File: src/rtl/aclk_pkg.sv
// Shared constants and types for the audio clock generator.
// Assumes the largest master-to-frame ratio is 2**MLOG_MAX.
package aclk_pkg;

    parameter int MLOG_MAX = 9;                 // log2 of the largest frame length
    parameter int CNT_W    = MLOG_MAX;          // frame counter width
    parameter int IDX_W    = $clog2(CNT_W);     // width of a bit index into the counter

    typedef enum logic [1:0] {
        SPD_SINGLE = 2'b00,
        SPD_DOUBLE = 2'b01,
        SPD_QUAD   = 2'b10,
        SPD_RSVD   = 2'b11
    } speed_e;

    // Decoded configuration as the counter consumes it
    typedef struct packed {
        logic             div2;     // prescaler on
        logic [IDX_W-1:0] lr_bit;   // counter bit that forms the frame clock
        logic [IDX_W-1:0] bc_bit;   // counter bit that forms the bit clock
    } clk_cfg_t;

endpackage

File: src/rtl/aclk_cfg_decode.sv
// Configuration decoder: turns the raw speed and ratio selects into
// counter bit indices and a legality flag. Purely combinational.
// Assumes every legal combination gives at least two master ticks per bit clock.
module aclk_cfg_decode
    import aclk_pkg::*;
(
    input  logic        clk,
    input  logic        rst_n,
    input  logic [1:0]  speed_mode,
    input  logic        mclk_div2,
    input  logic        mclk_ratio_sel,
    input  logic [1:0]  sclk_ratio_sel,
    output clk_cfg_t    cfg_o,
    output logic        legal_o
);

    logic [IDX_W-1:0] m_log;    // log2 of master ticks per frame
    logic [IDX_W-1:0] s_log;    // log2 of bit clocks per frame
    logic             ok;

    // Decode ratios and legality of the requested combination
    always_comb begin
        m_log = '0;
        s_log = '0;
        ok    = 1'b1;
        case (sclk_ratio_sel)
            2'b00:   s_log = IDX_W'(6);
            2'b01:   s_log = IDX_W'(5);
            2'b10:   s_log = IDX_W'(7);
            default: ok = 1'b0;
        endcase
        case (speed_e'(speed_mode))
            SPD_SINGLE: m_log = mclk_ratio_sel ? IDX_W'(9) : IDX_W'(8);
            SPD_DOUBLE: begin
                m_log = mclk_ratio_sel ? IDX_W'(8) : IDX_W'(7);
                if (sclk_ratio_sel == 2'b10) ok = 1'b0;
            end
            SPD_QUAD: begin
                m_log = IDX_W'(7);
                if (mclk_ratio_sel || sclk_ratio_sel == 2'b10) ok = 1'b0;
            end
            default: ok = 1'b0;
        endcase
    end

    // Form the counter bit indices; zero them when illegal
    always_comb begin
        cfg_o.div2   = mclk_div2;
        cfg_o.lr_bit = ok ? m_log - IDX_W'(1) : '0;
        cfg_o.bc_bit = ok ? m_log - s_log - IDX_W'(1) : '0;
        legal_o      = ok;
    end

    // a legal setting always leaves at least two master ticks per bit clock
    a_r3_ratio_min: assert property (@(posedge clk) disable iff (!rst_n)
        legal_o |-> (m_log > s_log));

endmodule

File: src/rtl/aclk_prescale.sv
// Master tick generator: passes every clk cycle as a tick, or every
// second one when the active configuration enables the divide-by-two.
// Assumes div2_i changes only in a cycle that carried a tick.
module aclk_prescale (
    input  logic clk,
    input  logic rst_n,
    input  logic div2_i,
    output logic tick_o
);

    logic phase_q;

    // Toggle the phase while dividing, park it at zero otherwise
    always_ff @(posedge clk) begin
        if (!rst_n)      phase_q <= 1'b0;
        else if (div2_i) phase_q <= ~phase_q;
        else             phase_q <= 1'b0;
    end

    assign tick_o = !div2_i || phase_q;

    // with the prescaler on, ticks never fall in adjacent cycles
    a_r5_tick_gap: assert property (@(posedge clk) disable iff (!rst_n)
        (div2_i && tick_o) |=> (!tick_o || !div2_i));

endmodule

File: src/rtl/aclk_frame_ctr.sv
// Frame counter: counts master ticks over one frame and latches a new
// configuration only at a frame boundary. While the latched setting is
// illegal (or nothing is latched yet) every tick is a boundary, so a
// legal setting is picked up on the next tick.
module aclk_frame_ctr
    import aclk_pkg::*;
(
    input  logic             clk,
    input  logic             rst_n,
    input  logic             tick_i,
    input  clk_cfg_t         cfg_i,
    input  logic             legal_i,
    output clk_cfg_t         act_o,
    output logic             act_legal_o,
    output logic             loaded_o,
    output logic [CNT_W-1:0] cnt_o
);

    clk_cfg_t         act_q;
    logic             legal_q;
    logic             loaded_q;
    logic [CNT_W-1:0] cnt_q;
    logic [CNT_W-1:0] last_cnt;
    logic             boundary;

    // Last count of a frame: all ones up to and including the frame-clock bit
    always_comb begin
        for (int i = 0; i < CNT_W; i++)
            last_cnt[i] = (IDX_W'(i) <= act_q.lr_bit);
    end

    assign boundary = !loaded_q || !legal_q || (cnt_q == last_cnt);

    // Advance the counter per tick; reload the configuration at a boundary
    always_ff @(posedge clk) begin
        if (!rst_n) begin
            act_q    <= '0;
            legal_q  <= 1'b0;
            loaded_q <= 1'b0;
            cnt_q    <= '0;
        end else if (tick_i) begin
            if (boundary) begin
                act_q    <= cfg_i;
                legal_q  <= legal_i;
                loaded_q <= 1'b1;
                cnt_q    <= '0;
            end else begin
                cnt_q    <= cnt_q + CNT_W'(1);
            end
        end
    end

    assign act_o       = act_q;
    assign act_legal_o = legal_q;
    assign loaded_o    = loaded_q;
    assign cnt_o       = cnt_q;

    // the latched configuration is stable anywhere inside a frame
    a_r7_cfg_hold: assert property (@(posedge clk) disable iff (!rst_n)
        (cnt_q != '0) |-> $stable(act_q));

    // the counter never passes the last count of the frame
    a_r2_cnt_bound: assert property (@(posedge clk) disable iff (!rst_n)
        cnt_q <= last_cnt);

    // an illegal setting parks the counter
    a_r6_err_idle: assert property (@(posedge clk) disable iff (!rst_n)
        (loaded_q && !legal_q) |-> (cnt_q == '0));

endmodule

File: src/rtl/aclk_out_stage.sv
// Output register: picks the frame and bit clock bits out of the counter
// and registers them together with the error flag, one cycle after the count.
module aclk_out_stage
    import aclk_pkg::*;
(
    input  logic             clk,
    input  logic             rst_n,
    input  clk_cfg_t         act_i,
    input  logic             act_legal_i,
    input  logic             loaded_i,
    input  logic [CNT_W-1:0] cnt_i,
    output logic             lrck_o,
    output logic             sclk_o,
    output logic             err_o
);

    logic run;
    assign run = loaded_i && act_legal_i;

    // Register both clocks and the error flag
    always_ff @(posedge clk) begin
        if (!rst_n) begin
            lrck_o <= 1'b0;
            sclk_o <= 1'b0;
            err_o  <= 1'b0;
        end else begin
            lrck_o <= run && cnt_i[act_i.lr_bit];
            sclk_o <= run && cnt_i[act_i.bc_bit];
            err_o  <= loaded_i && !act_legal_i;
        end
    end

    // the frame clock moves only together with a falling bit clock
    a_r4_lr_on_fall: assert property (@(posedge clk) disable iff (!rst_n)
        (lrck_o != $past(lrck_o)) |-> (!sclk_o && $past(sclk_o)));

    // the error flag keeps both clocks low
    a_r6_quiet: assert property (@(posedge clk) disable iff (!rst_n)
        err_o |-> (!lrck_o && !sclk_o));

endmodule

File: src/rtl/aclk_gen.sv
// Audio frame/bit clock generator top. Chains the configuration decoder,
// the master prescaler, the frame counter and the output register.
// Assumes all inputs are synchronous to clk.
module aclk_gen
    import aclk_pkg::*;
(
    input  logic       clk,
    input  logic       rst_n,
    input  logic [1:0] speed_mode,
    input  logic       mclk_div2,
    input  logic       mclk_ratio_sel,
    input  logic [1:0] sclk_ratio_sel,
    output logic       lrck_o,
    output logic       sclk_o,
    output logic       cfg_err_o
);

    clk_cfg_t         req_cfg;
    logic             req_legal;
    clk_cfg_t         act_cfg;
    logic             act_legal;
    logic             loaded;
    logic [CNT_W-1:0] cnt;
    logic             tick;

    aclk_cfg_decode u_dec (
        .clk            (clk),
        .rst_n          (rst_n),
        .speed_mode     (speed_mode),
        .mclk_div2      (mclk_div2),
        .mclk_ratio_sel (mclk_ratio_sel),
        .sclk_ratio_sel (sclk_ratio_sel),
        .cfg_o          (req_cfg),
        .legal_o        (req_legal)
    );

    aclk_prescale u_pre (
        .clk    (clk),
        .rst_n  (rst_n),
        .div2_i (act_cfg.div2),
        .tick_o (tick)
    );

    aclk_frame_ctr u_ctr (
        .clk         (clk),
        .rst_n       (rst_n),
        .tick_i      (tick),
        .cfg_i       (req_cfg),
        .legal_i     (req_legal),
        .act_o       (act_cfg),
        .act_legal_o (act_legal),
        .loaded_o    (loaded),
        .cnt_o       (cnt)
    );

    aclk_out_stage u_out (
        .clk         (clk),
        .rst_n       (rst_n),
        .act_i       (act_cfg),
        .act_legal_i (act_legal),
        .loaded_i    (loaded),
        .cnt_i       (cnt),
        .lrck_o      (lrck_o),
        .sclk_o      (sclk_o),
        .err_o       (cfg_err_o)
    );

endmodule

File: config.mk
export PLATFORM = sky130hd
export DESIGN_NAME = aclk_gen
export DESIGN_NICKNAME = d
export VERILOG_FILES = /design/src/rtl/aclk_pkg.sv /design/src/rtl/aclk_cfg_decode.sv /design/src/rtl/aclk_prescale.sv /design/src/rtl/aclk_frame_ctr.sv /design/src/rtl/aclk_out_stage.sv /design/src/rtl/aclk_gen.sv
export SDC_FILE = /design/constraint.sdc
export NUM_CORES = 1
export LEC_CHECK = 0
export ABC_AREA = 1
export CAP_MARGIN = 25
export CORE_UTILIZATION = 54
export CTS_CLUSTER_DIAMETER = 80
export DETAILED_ROUTE_END_ITERATION = 8
export GPL_TIMING_DRIVEN = 1
export PLACE_DENSITY = 0.83
export SYNTH_ARGS = -nofsm -noshare
export SYNTH_HDL_FRONTEND = slang
export SYNTH_SLANG_ARGS = --single-unit
export TNS_END_PERCENT = 5
File: constraint.sdc
create_clock -name clk -period 2.1 [get_ports clk]
set_clock_uncertainty 0.1 [all_clocks]
set_input_delay 0.42 -clock clk [delete_from_list [all_inputs] [get_ports clk]]
set_output_delay 0.42 -clock clk [all_outputs]
set_load 0.01 [all_outputs]
* Word-level counts from Yosys, hierarchy flattened
Cells that the tools add are included.
** Word-level totals
- Output and inout bits :: 3
- Memories :: 0
- ROM bits :: 0
- Flip-flop bits (word level) :: 24
- Word-level logic and storage cells :: 62
- Memory bits (writable) :: 0
- Latch bits :: 0
- Bits of input ports :: 8
** Cells by class
- Bitwise logic cells :: 1
- Div/mod/pow operators :: 0
- Equality and inequality tests :: 5
- Multiply operators :: 0
- Mux-type cells :: 15
- Shift-type cells :: 0
- Reduce and logical (&&, ||, !) cells :: 16
- Add/sub/neg operators :: 4
- $lt $le $gt $ge :: 11
** Operator list (count)
- 3-bit by 4-bit less-or-equal comparator with 1-bit output (first input constant) :: 4
- 4-bit two-way mux :: 3
- 4-bit one-hot mux with 3 select lines :: 1
- 4-bit by 5-bit less-than comparator with 1-bit output (second input constant) :: 2
- 9-bit by 1-bit adder with 9-bit output (second input constant) :: 1
- 9-bit == test :: 1
- 9-bit two-way mux :: 1
- 3-bit one-hot mux with 3 select lines :: 1
- 1-bit binary-select mux with 4-bit select :: 2
- 1-bit by 4-bit less-or-equal comparator with 1-bit output (first input constant) :: 2
- 2-bit by 4-bit less-or-equal comparator with 1-bit output (first input constant) :: 2
- 4-bit by 1-bit subtractor with 4-bit output (second input constant) :: 2
- 1-bit two-way mux :: 6
- 2-bit by 1-bit == test with 1-bit output (second input constant) :: 2
- 2-bit == test (second input constant) :: 2
- 4-bit less-or-equal comparator (first input constant) :: 1
- 1-bit logical AND :: 4
- 2-bit logical NOT :: 2
- 1-bit logical OR :: 4
- 2-bit AND reduction :: 2
- 4-bit by 3-bit subtractor with 4-bit output :: 1
- 1-bit logical NOT :: 3
- 1-bit one-hot mux with 3 select lines :: 1
- 3-bit OR reduction :: 1
- 1-bit inverter :: 1

* Logic depth before layout (Yosys ltp)
- Depth after elaboration :: 6
- Mapped depth :: 14
- Mapped depth without buffers :: 14

* Modules after synthesis
From an unflattened synthesis, not the netlist that was laid out.
** Second synthesis, totals
- Cells, all modules :: 287
- Area, all modules :: 1839.3 um^2
** Modules (own cells, without submodules)
- aclk_frame_ctr :: cells an instance 167, area each 1142.3 um^2, seq. area each 400.4 um^2, instances 1
- aclk_cfg_decode :: cells an instance 59, area each 355.3 um^2, seq. area each 0.0 um^2, instances 1
- aclk_out_stage :: cells an instance 56, area each 304.0 um^2, seq. area each 60.1 um^2, instances 1
- aclk_prescale :: cells an instance 5, area each 37.5 um^2, seq. area each 20.0 um^2, instances 1

* Worst setup path after synthesis
Ideal clock, no wire load.
- Kind :: input port to flip-flop
- From :: input port speed_mode[1]
- To :: register u_ctr.act_q (netlist bit u_ctr.act_o[1])
- Arrival :: 1628 ps
- Cell stages on the path :: 11
- Path buffers :: 0
- Setup time :: 70 ps
- Required time :: 1930 ps
- Path slack :: 302 ps
- Cells stage by stage :: inv_1 -> nand3_1 -> nand2_1 -> a21oi_1 -> inv_1 -> ha_1 -> ha_1 -> inv_1 -> nor2_1 -> nand3_1 -> a21oi_1
** On the way
- Longest elaborated chain between the ends :: 5
- Elaborated cells between the ends (all ways) :: 8
- Those cells by class :: add/sub (2); eq/ne (2); mux (3); reduce/logical (1)
** Ends and longest elaborated chain
- start: declaration :: RTL line aclk_gen.sv:9 : input logic [1:0] speed_mode,
- 2-bit == test (tied with other cells) :: RTL line aclk_cfg_decode.sv:32 : case (speed_e'(speed_mode))
- 4-bit one-hot mux with 3 select lines :: RTL line aclk_cfg_decode.sv:32
- 4-bit by 3-bit subtractor with 4-bit output :: RTL line aclk_cfg_decode.sv:50 : cfg_o.bc_bit = ok ? m_log - s_log - IDX_W'(1) : '0;
- 4-bit by 1-bit subtractor with 4-bit output :: RTL line aclk_cfg_decode.sv:50
- 4-bit two-way mux * :: RTL line aclk_cfg_decode.sv:50
- end signal: assignment :: RTL line aclk_frame_ctr.sv:43 : act_q <= cfg_i;
- end: declaration :: RTL line aclk_frame_ctr.sv:19 : clk_cfg_t act_q;
Mark *: on every way between the ends. The rest lies on a longest branch, timed or not.
A chain may end at the register's enable or synchronous reset.

* Worst setup path in the final report
- From :: input port sclk_ratio_sel[0]
- To :: register u_ctr.act_q (netlist bit u_ctr.act_o[1])
** On the way
- Longest elaborated chain between the ends :: 6
- Elaborated cells between the ends (all ways) :: 13
- Those cells by class :: add/sub (2); eq/ne (2); mux (6); reduce/logical (3)
** Ends and longest elaborated chain
- start: declaration :: RTL line aclk_gen.sv:12 : input logic [1:0] sclk_ratio_sel,
- branches (longest 5 deep; another with 4-bit by 3-bit subtractor with 4-bit output)
- 4-bit two-way mux * :: RTL line aclk_cfg_decode.sv:50
Every way passes the cells marked *.

==> run summary <==
Critical Path RT - 2.26 ns
Mean Syn Cell Area - 6.51 µm²
Final hold vios - 0
GR Util All Layers - 0.232
Vias per cell - 5.30
Die area - 0.00316 mm²
Pwr dens - 590 mW/mm²
Chip width - 56.2 µm
H-tree lvl count - 1
Io pins - 11
Fraction of registers with async set/reset - 0
Routability cong. - 0.915
Synth Flop Type - dfxtp_1
ANT nets after route - 0
Router iterations before antenna repair - 4
CP Class - in -> reg
DR WL/cell - 11.3 µm
Mapped Cells - 244
Number of global-route vias before repair - 1316
TritonCTS Buffers - 3
Max Cap Viol - 0
Sum Neg Setup Slack - 0 ns
Synth cell types - 26
Hold/Removal Path Class - reg -> reg
Clock root buffer - clkbuf_4
Routed wire length - 3360 µm
Via total after detailed routing - 1579
Nets - 285
DRT iter0 DRCs - 122
Crit path DAT - 2.18 ns
Max clock buf depth - 2
First-pass GRT wire length - 5850 µm
Seq/Total Area, Yosys - 0.302
CORE AREA - 0.00278 mm²
Synthesized area - 0.00159 mm²
Cell with the most instances after synthesis - nand2_1
CTS tree - done
Crit end category - flip-flop
F_max - 495 MHz
Initial Util - 0.571
CP Cell Sequence - clkdlybuf4s50_1 -> inv_1 -> ha_1 -> o21ai_1 -> nand2_1 -> o21ai_1 -> inv_1 -> ha_1 -> inv_1 -> nor2_1 -> nand3_1 -> a21oi_1
Most Frequent Cell on Critical Path - inv_1
Core Util, Final - 0.674
Slew at the pin closest to its max-slew limit - 0.593 ns
Number of diodes - 0
Global route total overflow - 0
Register-to-register setup slack - 0.30 ns
DP HPWL - 2570 µm
Normalized max-slew margin - 0.603
Clock tree sinks - 24
Status - complete, no violations
Drt drc - 0
Final Total Pwr - 1.10 mW
Leakage Power - 0.900 nW
CTS clk-pin slew, worst paths - 0.13 ns
Yosys reg bits - 24
Worst hold start - u_ctr.act_legal_o
RSZ-0062 raised after global routing - no
Area leader, netlist - dfxtp_1
Endpoints failing setup - 0
Tmin final - 2.02 ns
Hold Crit Depth - 1
P&R area growth vs syn - 18.0%
Initial antenna violation count - 0
Largest net degree at the start of global routing - 15
Period utilization - 0.962
R2r worst-path depth - 10
Fin. max-slew vios - 0
Top cell type's share of synthesized area - 0.302
# rows - 19
Worst path slowest cell - clkdlybuf4s50_1
Skew-Pair Late Insertion Delay - 0.32 ns
Worst Setup Start Kind - input port
CP max stage delay - 0.48 ns
Net Count, Synth - 261
VDD IR max - 574 µV
Hold Path Sink - u_out.err_o
CP max FO - 2
Die height - 56.2 µm
Post-synth EDFFs - 0
PortBufs - 10
R2R Path End - u_ctr.act_legal_o
Most frequent cells after synthesis - 60 x nand2_1, 32 x inv_1, 27 x nor2_1
Reg2Reg Launch Point - u_ctr.act_o[4]
Synth warn - 0
Synth area leaders - dfxtp_1 30%, nand2_1 14%, inv_1 7.6%, ha_1 7.1%, nand3_1 6.9%
Share of layout cells above drive strength 1 - 0.135
## area by class of cell
| type | instances | area, µm² |
|---|---|---|
| clock buffers | 3 | 22.5 |
| clock inverters | 1 | 30.0 |
| multi-input cells | 179 | 951 |
| flip-flops and latches | 24 | 480 |
| well taps | 31 | 38.8 |
| repair buffers | 26 | 224 |
| fillers | 243 | 907 |
| inverters | 34 | 128 |
## through the flow
step | instances | hold slack [ns] | setup WS, ns | area, µm²
global placement | 293 | 0.334 | -0.259 | 1800
CTS | 297 | 0.358 | 0.0282 | 1860
detailed placement | 293 | 0.336 | -0.385 | 1800
global route | 298 | 0.386 | 0.0195 | 1870
finish | 298 | 0.351 | 0.0803 | 1870
floorplan | 244 | 0.312 | 0.302 | 1590
## per-layer routing
layer | up-vias | wire length (µm) | GRT usage
li1 | 830 | - | -
met1 | 693 | 1650 | 0.329
met2 | 51 | 1470 | 0.362
met3 | 5 | 209 | 0.0488
met4 | 0 | 25 | 0.0557
met5 | - | 0 | 0
## state kept, by name (all words and copies together), names as in the netlist
signal             flops
u_ctr.cnt_o            9
u_ctr.act_legal_o      1
u_out.sclk_o           1
u_out.err_o            1
u_ctr.loaded_o         1
u_out.lrck_o           1
u_ctr.act_o            9
u_pre.phase_q          1
## power breakdown
group	internal (mW)	switching, mW
Combinational	0.114	0.153
Clock	0.193	0.142
Sequential	0.477	0.0253
## worst max-delay path, delay by kind of cell
| family | cells | cell delay, ns |
|---|---|---|
| buf+inv | 4 | 0.64 |
| fa+ha+maj | 2 | 0.47 |
| compound gates | 3 | 0.37 |
| simple gates | 3 | 0.27 |
## how the worst max path moves through the flow
| stage | start | endpoint | slack [ns] | cells past startpoint |
|---|---|---|---|---|
| 2_1_floorplan | speed_mode[1] | u_ctr.act_o[1] | 0.30 | 11 |
| 3_3_place_gp | speed_mode[1] | u_ctr.act_o[1] | -0.26 | 12 |
| 3_5_place_dp | speed_mode[1] | u_ctr.act_o[1] | -0.39 | 12 |
| 4_1_cts | speed_mode[0] | u_ctr.act_o[1] | 0.03 | 12 |
| 5_1_grt | sclk_ratio_sel[0] | u_ctr.act_o[1] | 0.02 | 12 |
| 6_report | sclk_ratio_sel[0] | u_ctr.act_o[1] | 0.08 | 12 |
## cells in the final DEF (no fill, tap or decap), types with 7 or more instances in the layout
cell / n
a21oi_1: 12
nor2_1: 27
buf_4: 16
clkdlybuf4s50_1: 7
o21ai_0: 12
inv_1: 32
nand2_1: 59
dfxtp_1: 24
ha_1: 8
nand3_1: 22
## cell families (layout without fill, tap and decap cells)
kind of cell,count (synthesis),after routing,synth area share
xor+xnor,8,8,0.0441
compound gates,34,34,0.118
fa+ha+maj,9,9,0.0709
simple gates,128,128,0.360
buf+inv,41,64,0.105
flops,24,24,0.302
## what timing repair did
item	CTS	global route
gates resized for setup	2	6
hold buffers	0	0
buffers inserted	0	1
setup endpoints to repair	1	3
No activity file was read; power rests on OpenSTA's default activity.
